[config.mk]
export PLATFORM = sky130hd
export DESIGN_NAME = perf_counter_unit
export DESIGN_NICKNAME = d
export VERILOG_FILES = /design/src/rtl/pmc_pkg.sv /design/src/rtl/pmc_cycle_counter.sv /design/src/rtl/pmc_event_counter.sv /design/src/rtl/perf_counter_unit.sv
export SDC_FILE = /design/constraint.sdc
export NUM_CORES = 1
export LEC_CHECK = 0
export BUFFER_PORTS_ARGS = -buffer_cell sky130_fd_sc_hd__buf_2
export CAP_MARGIN = 20
export CORE_MARGIN = 8
export CORE_UTILIZATION = 40
export DETAILED_ROUTE_END_ITERATION = 16
export GPL_ROUTABILITY_DRIVEN = 0
export GPL_TIMING_DRIVEN = 0
export SYNTH_ARGS = -nofsm -noshare
export SYNTH_HDL_FRONTEND = slang
export SYNTH_SLANG_ARGS = --single-unit
[constraint.sdc]
create_clock -name clk -period 2.4 [get_ports clk]
set_input_delay 0.24 -clock clk [delete_from_list [all_inputs] [get_ports clk]]
set_output_delay 0.24 -clock clk [all_outputs]
set_load 0.05 [all_outputs]
[src/rtl/pmc_pkg.sv]
package pmc_pkg;

    localparam int PMC_BUS_W  = 32;
    localparam int PMC_ADDR_W = 4;
    localparam int PMC_SEL_W  = 5;
    localparam int PMC_CYC_EN = 31;

    typedef enum logic [PMC_ADDR_W-1:0] {
        A_CTRL   = 4'd0,
        A_ENSET  = 4'd1,
        A_ENCLR  = 4'd2,
        A_SEL    = 4'd3,
        A_EVTYPE = 4'd4,
        A_EVCNT  = 4'd5,
        A_CYCLO  = 4'd6,
        A_CYCHI  = 4'd7,
        A_UACC   = 4'd8
    } pmc_addr_e;

    typedef struct packed {
        logic                  wr;
        logic                  priv;
        logic [PMC_ADDR_W-1:0] addr;
        logic [PMC_BUS_W-1:0]  data;
    } pmc_req_t;

    // uacc: [0] general, [2] cycle read, [3] event-count read
    function automatic logic pmc_access_ok(input pmc_req_t r, input logic [3:0] uacc);
        if (r.priv) return 1'b1;
        case (r.addr)
            A_UACC:          return !r.wr && uacc[0];
            A_EVCNT:         return r.wr ? uacc[0] : uacc[3];
            A_CYCLO, A_CYCHI: return r.wr ? uacc[0] : uacc[2];
            default:         return uacc[0];
        endcase
    endfunction

endpackage

[src/rtl/pmc_cycle_counter.sv]
module pmc_cycle_counter #(
    parameter int CYC_W = 64
) (
    input  logic             clk,
    input  logic             rst,
    input  logic             run,
    input  logic             clear,
    output logic [CYC_W-1:0] value
);

    always_ff @(posedge clk) begin
        if (rst || clear)
            value <= '0;
        else if (run)
            value <= value + 1'b1;
    end

    AST_CYC_CLEAR: assert property (@(posedge clk) disable iff (rst)
        clear |=> value == '0);
    AST_CYC_STEP: assert property (@(posedge clk) disable iff (rst)
        (run && !clear) |=> value == $past(value) + 1'b1);
    AST_CYC_HOLD: assert property (@(posedge clk) disable iff (rst)
        (!run && !clear) |=> $stable(value));

endmodule

[src/rtl/pmc_event_counter.sv]
module pmc_event_counter #(
    parameter int CNT_W      = 32,
    parameter int EVT_W      = 8,
    parameter int NUM_EVT_IN = 10
) (
    input  logic                  clk,
    input  logic                  rst,
    input  logic                  count_en,
    input  logic [EVT_W-1:0]      evt_sel,
    input  logic [NUM_EVT_IN-1:0] events,
    input  logic                  clear,
    input  logic                  load,
    input  logic [CNT_W-1:0]      load_val,
    output logic [CNT_W-1:0]      value
);

    logic hit;

    // Only event numbers that name a real input can ever hit.
    always_comb begin
        hit = 1'b0;
        for (int j = 0; j < NUM_EVT_IN; j++)
            if (evt_sel == EVT_W'(j)) hit = events[j];
    end

    always_ff @(posedge clk) begin
        if (rst || clear)
            value <= '0;
        else if (load)
            value <= load_val;
        else if (count_en && hit)
            value <= value + 1'b1;
    end

    AST_EVT_CLEAR_WINS: assert property (@(posedge clk) disable iff (rst)
        clear |=> value == '0);
    AST_EVT_IDLE_HOLD: assert property (@(posedge clk) disable iff (rst)
        (!clear && !load && !count_en) |=> $stable(value));
    AST_EVT_BAD_NUM: assert property (@(posedge clk) disable iff (rst)
        (!clear && !load && evt_sel >= EVT_W'(NUM_EVT_IN)) |=> $stable(value));

endmodule

[src/rtl/perf_counter_unit.sv]
module perf_counter_unit
    import pmc_pkg::*;
#(
    parameter int NUM_CTR    = 6,
    parameter int NUM_EVT_IN = 10,
    parameter int EVT_W      = 8,
    parameter int CNT_W      = 32,
    parameter int CYC_W      = 64
) (
    input  logic                  clk,
    input  logic                  rst,
    input  logic [NUM_EVT_IN-1:0] evt_in,
    input  logic                  req_valid,
    input  logic                  req_write,
    input  logic                  req_priv,
    input  logic [3:0]            req_addr,
    input  logic [31:0]           req_wdata,
    output logic                  rsp_valid,
    output logic [31:0]           rsp_data,
    output logic                  rsp_err
);

    localparam logic [31:0] EN_IMPL = {1'b1, 31'((32'd1 << NUM_CTR) - 32'd1)};
    localparam logic [3:0]  UACC_IMPL = 4'b1101;

    pmc_req_t          req;
    logic              allowed, do_wr, clr_cyc, clr_evt;
    logic              ctrl_en;
    logic [31:0]       en_q;
    logic [PMC_SEL_W-1:0] sel_q;
    logic [3:0]        uacc_q;
    logic [EVT_W-1:0]  evtype_q [NUM_CTR];
    logic [CNT_W-1:0]  cnt_val  [NUM_CTR];
    logic [CYC_W-1:0]  cyc_val;
    logic [EVT_W-1:0]  type_rd;
    logic [CNT_W-1:0]  cnt_rd;
    logic [31:0]       rd_val;

    assign req     = '{wr: req_write, priv: req_priv, addr: req_addr, data: req_wdata};
    assign allowed = pmc_access_ok(req, uacc_q);
    assign do_wr   = req_valid && req.wr && allowed;
    assign clr_cyc = do_wr && (req.addr == A_CTRL) && req.data[1];
    assign clr_evt = do_wr && (req.addr == A_CTRL) && req.data[2];

    // Indirect window: out-of-range select matches no counter and reads zero.
    always_comb begin
        type_rd = '0;
        cnt_rd  = '0;
        for (int i = 0; i < NUM_CTR; i++)
            if (sel_q == PMC_SEL_W'(i)) begin
                type_rd = evtype_q[i];
                cnt_rd  = cnt_val[i];
            end
    end

    always_comb begin
        case (req.addr)
            A_CTRL:          rd_val = {31'd0, ctrl_en};
            A_ENSET, A_ENCLR: rd_val = en_q;
            A_SEL:           rd_val = 32'(sel_q);
            A_EVTYPE:        rd_val = 32'(type_rd);
            A_EVCNT:         rd_val = 32'(cnt_rd);
            A_CYCLO:         rd_val = cyc_val[31:0];
            A_CYCHI:         rd_val = 32'(cyc_val >> 32);
            A_UACC:          rd_val = 32'(uacc_q);
            default:         rd_val = '0;
        endcase
    end

    always_ff @(posedge clk) begin
        if (rst) begin
            ctrl_en   <= 1'b0;
            en_q      <= '0;
            sel_q     <= '0;
            uacc_q    <= '0;
            rsp_valid <= 1'b0;
            rsp_err   <= 1'b0;
            rsp_data  <= '0;
            for (int i = 0; i < NUM_CTR; i++) evtype_q[i] <= '0;
        end else begin
            rsp_valid <= req_valid;
            rsp_err   <= req_valid && !allowed;
            rsp_data  <= (req_valid && !req.wr && allowed) ? rd_val : '0;
            if (do_wr) begin
                case (req.addr)
                    A_CTRL:  ctrl_en <= req.data[0];
                    A_ENSET: en_q    <= en_q | (req.data & EN_IMPL);
                    A_ENCLR: en_q    <= en_q & ~req.data;
                    A_SEL:   sel_q   <= req.data[PMC_SEL_W-1:0];
                    A_UACC:  uacc_q  <= req.data[3:0] & UACC_IMPL;
                    A_EVTYPE:
                        for (int i = 0; i < NUM_CTR; i++)
                            if (sel_q == PMC_SEL_W'(i)) evtype_q[i] <= req.data[EVT_W-1:0];
                    default: ;
                endcase
            end
        end
    end

    pmc_cycle_counter #(.CYC_W(CYC_W)) u_cyc (
        .clk   (clk),
        .rst   (rst),
        .run   (ctrl_en && en_q[PMC_CYC_EN]),
        .clear (clr_cyc),
        .value (cyc_val)
    );

    for (genvar g = 0; g < NUM_CTR; g++) begin : g_evt
        pmc_event_counter #(
            .CNT_W(CNT_W), .EVT_W(EVT_W), .NUM_EVT_IN(NUM_EVT_IN)
        ) u_cnt (
            .clk      (clk),
            .rst      (rst),
            .count_en (ctrl_en && en_q[g]),
            .evt_sel  (evtype_q[g]),
            .events   (evt_in),
            .clear    (clr_evt),
            .load     (do_wr && req.addr == A_EVCNT && sel_q == PMC_SEL_W'(g)),
            .load_val (CNT_W'(req.data)),
            .value    (cnt_val[g])
        );
    end

    AST_RSP_FOLLOWS: assert property (@(posedge clk) disable iff (rst)
        req_valid |=> rsp_valid);
    AST_RSP_ONLY_ON_REQ: assert property (@(posedge clk) disable iff (rst)
        !req_valid |=> !rsp_valid);
    AST_DENY_ZERO: assert property (@(posedge clk) disable iff (rst)
        rsp_err |-> (rsp_valid && rsp_data == '0));
    AST_DENY_KEEPS_STATE: assert property (@(posedge clk) disable iff (rst)
        (req_valid && !allowed) |=> ($stable(en_q) && $stable(uacc_q) && $stable(sel_q)));
    AST_UACC_NO_USER_WRITE: assert property (@(posedge clk) disable iff (rst)
        (req_valid && req_write && !req_priv && req_addr == A_UACC) |=> rsp_err);

endmodule

---- Word-level counts from Yosys, hierarchy flattened ----
Memory sizes are Yosys's and may differ from the RTL's.
Index checks and enable logic that the tools add are counted.
cells by class
  add/subtract/negate cells ............... 7
  multiply operators ...................... 0
  divide/modulo/power cells ............... 0
  order comparisons ....................... 0
  equal/unequal tests ..................... 67
  shifts and indexed selects .............. 0
  multiplexer cells ....................... 130
  bitwise operators ....................... 10
  reduce and logical (&&, ||, !) cells .... 55
operator list
  cell                                                                    count
  32-bit two-way mux                                                      18
  32-bit one-hot mux with 8 select lines                                  1
  32-bit by 1-bit adder with 32-bit output (second input constant)        6
  8-bit by 3-bit equality test with 1-bit output (second input constant)  24
  1-bit two-way mux                                                       97
  8-bit by 2-bit equality test with 1-bit output (second input constant)  12
  8-bit by 4-bit equality test with 1-bit output (second input constant)  12
  8-bit two-way mux                                                       12
  64-bit by 1-bit adder with 64-bit output (second input constant)        1
  32-bit one-hot mux with 2 select lines                                  1
  8-bit by 1-bit equality test with 1-bit output (second input constant)  6
  8-bit logical NOT                                                       6
  32-bit bitwise AND                                                      1
  32-bit NOT                                                              1
  32-bit OR                                                               1
  1-bit logical AND                                                       29
  4-bit by 3-bit equality test with 1-bit output (second input constant)  4
  2-bit nonzero test                                                      7
  5-bit by 2-bit equality test with 1-bit output (second input constant)  2
  5-bit by 3-bit equality test with 1-bit output (second input constant)  2
  4-bit by 2-bit equality test with 1-bit output (second input constant)  2
  2-bit AND reduction                                                     4
  1-bit OR                                                                6
  2-bit OR reduction                                                      3
  other kinds (9)                                                         11
word-level totals
  register bits ........................... 331
  latch bits .............................. 0
  memory bits (writable) .................. 48
  ROM bits ................................ 0
  input bits .............................. 51
  output and inout port bits .............. 34
  logic and storage cells ................. 284
  memories kept ........................... 1
memories
  name      depth  bits a word  rd ports  clocked after memory_dff  wr ports  line                     text
  evtype_q  6      8            6         0                         6         perf_counter_unit.sv:32  logic [EVT_W-1:0] evtype_q [NUM_CTR];

---- Logic depth before layout (Yosys ltp) ----
An unclocked memory read counts as a cell.
  depth in word-level cells ............... 15
  gate-level depth with buffers ........... 10
  gate-level depth less buffers ........... 7

---- By module ----
A second synthesis with hierarchy kept.
second synthesis, totals
  cell total of the unflattened synthesis .. 2561
  area, all modules ....................... 21571.9 um^2
modules (own cells, without submodules)
  module             times used  cells each  area an instance (um^2)  sequential area each (um^2)
  pmc_event_counter  6           238         1884.3                   640.6
  perf_counter_unit  1           761         7149.4                   2942.8
  pmc_cycle_counter  1           372         3116.7                   1281.2

---- Least setup slack after synthesis ----
OpenSTA, ideal clock, no wires.
  path type ............................... flip-flop to flip-flop
  from .................................... memory evtype_q[2][0]
  to ...................................... register g_evt[2].u_cnt.value[7]
  library setup time ...................... 133 ps
  arrival time ............................ 2074 ps
  required time ........................... 2267 ps
  setup slack ............................. 193 ps
  stages on the path, launching flop included .. 8
  path buffers ............................ 1
  cells stage by stage .................... edfxtp_1 > mux2_2 > a222oi_1 > a21o_1 > buf_4 > nor3_1 > xnor2_1 > a21oi_1
RTL lines
  what                    line                     text
  start: declaration      perf_counter_unit.sv:32
  end signal: assignment  pmc_event_counter.sv:30  value <= load_val;
  end signal: assignment  pmc_event_counter.sv:32  value <= value + 1'b1;
  end: declaration        pmc_event_counter.sv:14  output logic [CNT_W-1:0] value

---- Worst setup path in the final report ----
  from .................................... register sel_q[0]
  to ...................................... register rsp_data[4]
on the way
  longest elaborated chain between the ends .. 8
  elaborated cells between the ends (all ways) .. 19
ends and longest elaborated chain
  what                                                                  line                     text
  start: declaration                                                    perf_counter_unit.sv:30  logic [PMC_SEL_W-1:0] sel_q;
  start signal: assignment                                              perf_counter_unit.sv:89  A_SEL: sel_q <= req.data[PMC_SEL_W-1:0];
  5-bit logical NOT                                                     perf_counter_unit.sv:50  if (sel_q == PMC_SEL_W'(i)) begin
  32-bit two-way mux or 8-bit two-way mux (tied branches) (6 in a row)  perf_counter_unit.sv:50
  32-bit one-hot mux with 8 select lines (*)                            perf_counter_unit.sv:57  case (req.addr)
  end signal: assignment                                                perf_counter_unit.sv:83  rsp_data <= (req_valid && !req.wr && allowed) ? rd_val : '0;
  end: declaration                                                      perf_counter_unit.sv:19  output logic [31:0] rsp_data,
Mark *: on every way between the ends. The rest lies on a longest branch, timed or not.
A chain may end at the register's enable or synchronous reset.

==> impl_results.md <==
* Status: finished with violations
* Failing checks: setup timing
* DRC at 0
* DRT iter0 DRCs at 2,357
* Yosys cell types at 77
* Leak Pwr at 0.00805 µW
* Post-Syn Nets at 2,562
* Min-Delay Path Class: input port to flip-flop
* Ys flop type: dfxtp_1
* Global-route wire length before repair at 118,000 µm
* Post-synth ARST share at 0%
* Standard-cell row count at 84
* Final Setup Violations at 2
* CP arrival at 2.91 ns
* Non-Filler Instances at 3,400
* Post-synthesis area per instance at 8.38 µm²
* Layout Nets at 2,735
* R2R depth at 7
* Hold path cells at 2
* Max-Cap Viols at 0
* Total power at 14,400 µW
* Routed vias at 20,500
* Total Routing Usage GR at 25.1%
* TritonCTS sink count at 379
* Detail Placement HPWL at 59,500 µm
* Total gr overflow at 0
* Buffers on Ports at 80
* VDD IR max at 0.000528 V
* Relative slew slack at 27.2%
* Syn Std Cell Area at 21,000 µm²
* Register area share after synthesis at 38.4%
* RSZ-0062 raised after global routing: yes
* Hold_ws at 0.0310 ns
* Initial antenna violation count at 2
* Largest net degree at the start of global routing at 14
* Die Y at 245 µm
* Number of global-route vias before repair at 19,600
* Fin Setup TNS at -0.0440 ns
* Fmax at 412 MHz
* Yosys warns at 0
* Synthesis-to-layout area growth at 19.1%
* Die ar. at 60,000 µm²
* Post-route ant nets at 0
* Max Root-Sink Buffers at 3
* Crit end category: flip-flop
* Mapped Cells at 2,504
* Crit Path Class: flip-flop to flip-flop
* Ports at 85
* Vias per cell at 6.02
* DIE WIDTH at 245 µm
* Initial core utilization at 40.2%
* Number of buffers created by CTS at 44
* Filler cells at 5,022
* Minimum clock period at 2.43 ns
* CORE AREA at 52,200 µm²
* Reg clk slew, reported paths at 0.06 ns
* Seq cells post-synth at 379
* Critical Path Source Type: flip-flop
* Detailed Routing Iterations Pass 1 at 6
* Placed cell count at 3,272
* CTS tree: yes
* Post-synth EDFFs at 48
* Critical path peak fanout at 10
* Endpoints failing hold at 0
* Final WL at 78,700 µm
* H-tree levels at 2
* Final WS setup at -0.0260 ns
* Pre-CTS setup slack at -0.729 ns
* Final period util at 101%
* Layout cell share with drive strength beyond 1 at 15.3%
* Pwr Density at 576 nW/µm²
* Wirelength per Cell at 23.2 µm
* CP required at 2.89 ns
* Max-slew violations at 0
* CTS root buf: clkbuf_16
* Worst-Margin Slew at 1.09 ns
* ANT cells at 0
* Clk_skew at 0.0102 ns
* Clock Latency Late Sink at 0.58 ns
cell usage after synthesis (38+ instances only):
cell	n	share of area, %
a21oi_1	331	7.9
dfxtp_1	331	32
o21ai_0	215	5.1
nor2_1	189	3.4
xnor2_1	162	6.8
clkbuf_1	134	2.4
nand2_1	107	1.9
nand3_1	105	2.5
mux2i_1	82	3.9
nand4_1	81	2.4
xor2_1	79	3.3
nor3_1	75	1.8
and2_1	61	1.8
edfxtp_1	48	6.9
nor4_1	48	1.4
inv_1	38	0.68
through the flow:
step	cell area (µm²)	utilization, %
5_1_grt	25000	47.9
4_1_cts	24400	46.8
3_5_place_dp	22200	42.6
2_1_floorplan	21000	-
6_report	25000	47.9
3_3_place_gp	22200	42.6
report_power, final:
part           total [µW]  internal [µW]  switching, µW
clock network        7120           4240           2880
registers            6480           6450           36.0
logic                 790            237            553
total               14400          10900           3470
repair_timing:
action	4_1_cts	5_1_grt
pin swaps	11	24
setup buffers	19	13
cloned	0	1
resized for setup	86	122
endpoints found under the hold margin	27	0
hold buffers	24	0
setup endpoints to repair	354	312
worst paths after layout:
kind	from	endpoint	slack, ns
worst max-delay path	sel_q[0]	rsp_data[4]	-0.03
worst min-delay path	req_wdata[8]	en_q[8]	0.03
worst max register to register	sel_q[0]	rsp_data[4]	-0.03
worst min register to register	en_q[7]	en_q[7]	0.45
logic make-up (layout without fill, tap and decap cells):
logic type                 after synthesis  after routing  synth area share (%)
DFF                                    379            379                  38.4
muxes                                  100            100                  5.25
buffers and inverters                  229            437                  4.43
AOI/OAI and AO/OA                      708            708                  19.7
and+or+nand+nor                        840            840                  21.7
adders and majority gates                7              7                 0.417
xor gates and xnor gates               241            241                  10.1
routing by layer:
metal / routed length (µm) / global-route usage, % / part of all wire, %
met5: 11 / 0 / 0.014
met4: 3020 / 9.52 / 3.8
met3: 7950 / 4.38 / 10
met2: 35900 / 40.8 / 46
met1: 31800 / 33.0 / 40
sequential cells by signal, indices dropped and copies added (netlist names), named ones only:
signal / flops
g_evt.u_cnt.value: 192
sel_q: 5
rsp_valid: 1
evtype_q: 48
en_q: 25
rsp_data: 32
u_cyc.value: 64
rsp_err: 1
uacc_q: 3
ctrl_en: 1
worst max-delay path: stages, from the launching register on:
cell and delay [ns]:
dfxtp_1 0.31, buf_6 0.16, nor2_2 0.30, nand2_2 0.25, clkbuf_1 0.35, o21ai_0 0.48
o221ai_1 0.21, a31oi_1 0.27
cell type report:
| cell class | instances | area (µm²) | area share [%] |
|---|---|---|---|
| Clock inverter | 19 | 221 | 0.886 |
| Inverter | 38 | 143 | 0.571 |
| Clock buffer | 62 | 1310 | 5.22 |
| Multi-Input combinational cell | 1896 | 12600 | 50.2 |
| Buffer | 181 | 887 | 3.55 |
| Timing Repair Buffer | 137 | 951 | 3.80 |
| Sequential cell | 379 | 8080 | 32.3 |
| Tap cell | 688 | 861 | 3.44 |
cells in the final DEF, fill, tap and decap left out, types with 12 or more instances in the layout:
master           n
inv_1           38
clkbuf_1        99
and2_1          60
mux2i_1         69
nand2_1        105
mux2i_2         12
o21ai_0        214
or3_1           12
dfxtp_1        325
xor2_1          79
nor4_2          22
nand2b_1        33
buf_4           44
and4_1          19
nor3_1          63
nand3_1         99
nor2b_1         12
edfxtp_1        48
nor4_1          30
dlygate4sd3_1   24
o32ai_1         23
o211ai_1        31
nand4_1         81
clkbuf_2        26
nor2_1         183
a2bb2oi_1       22
clkbuf_16       47
xnor2_1        162
a21oi_1        329
and3_1          35
buf_2          104
Power figures use the tool's default switching activity.
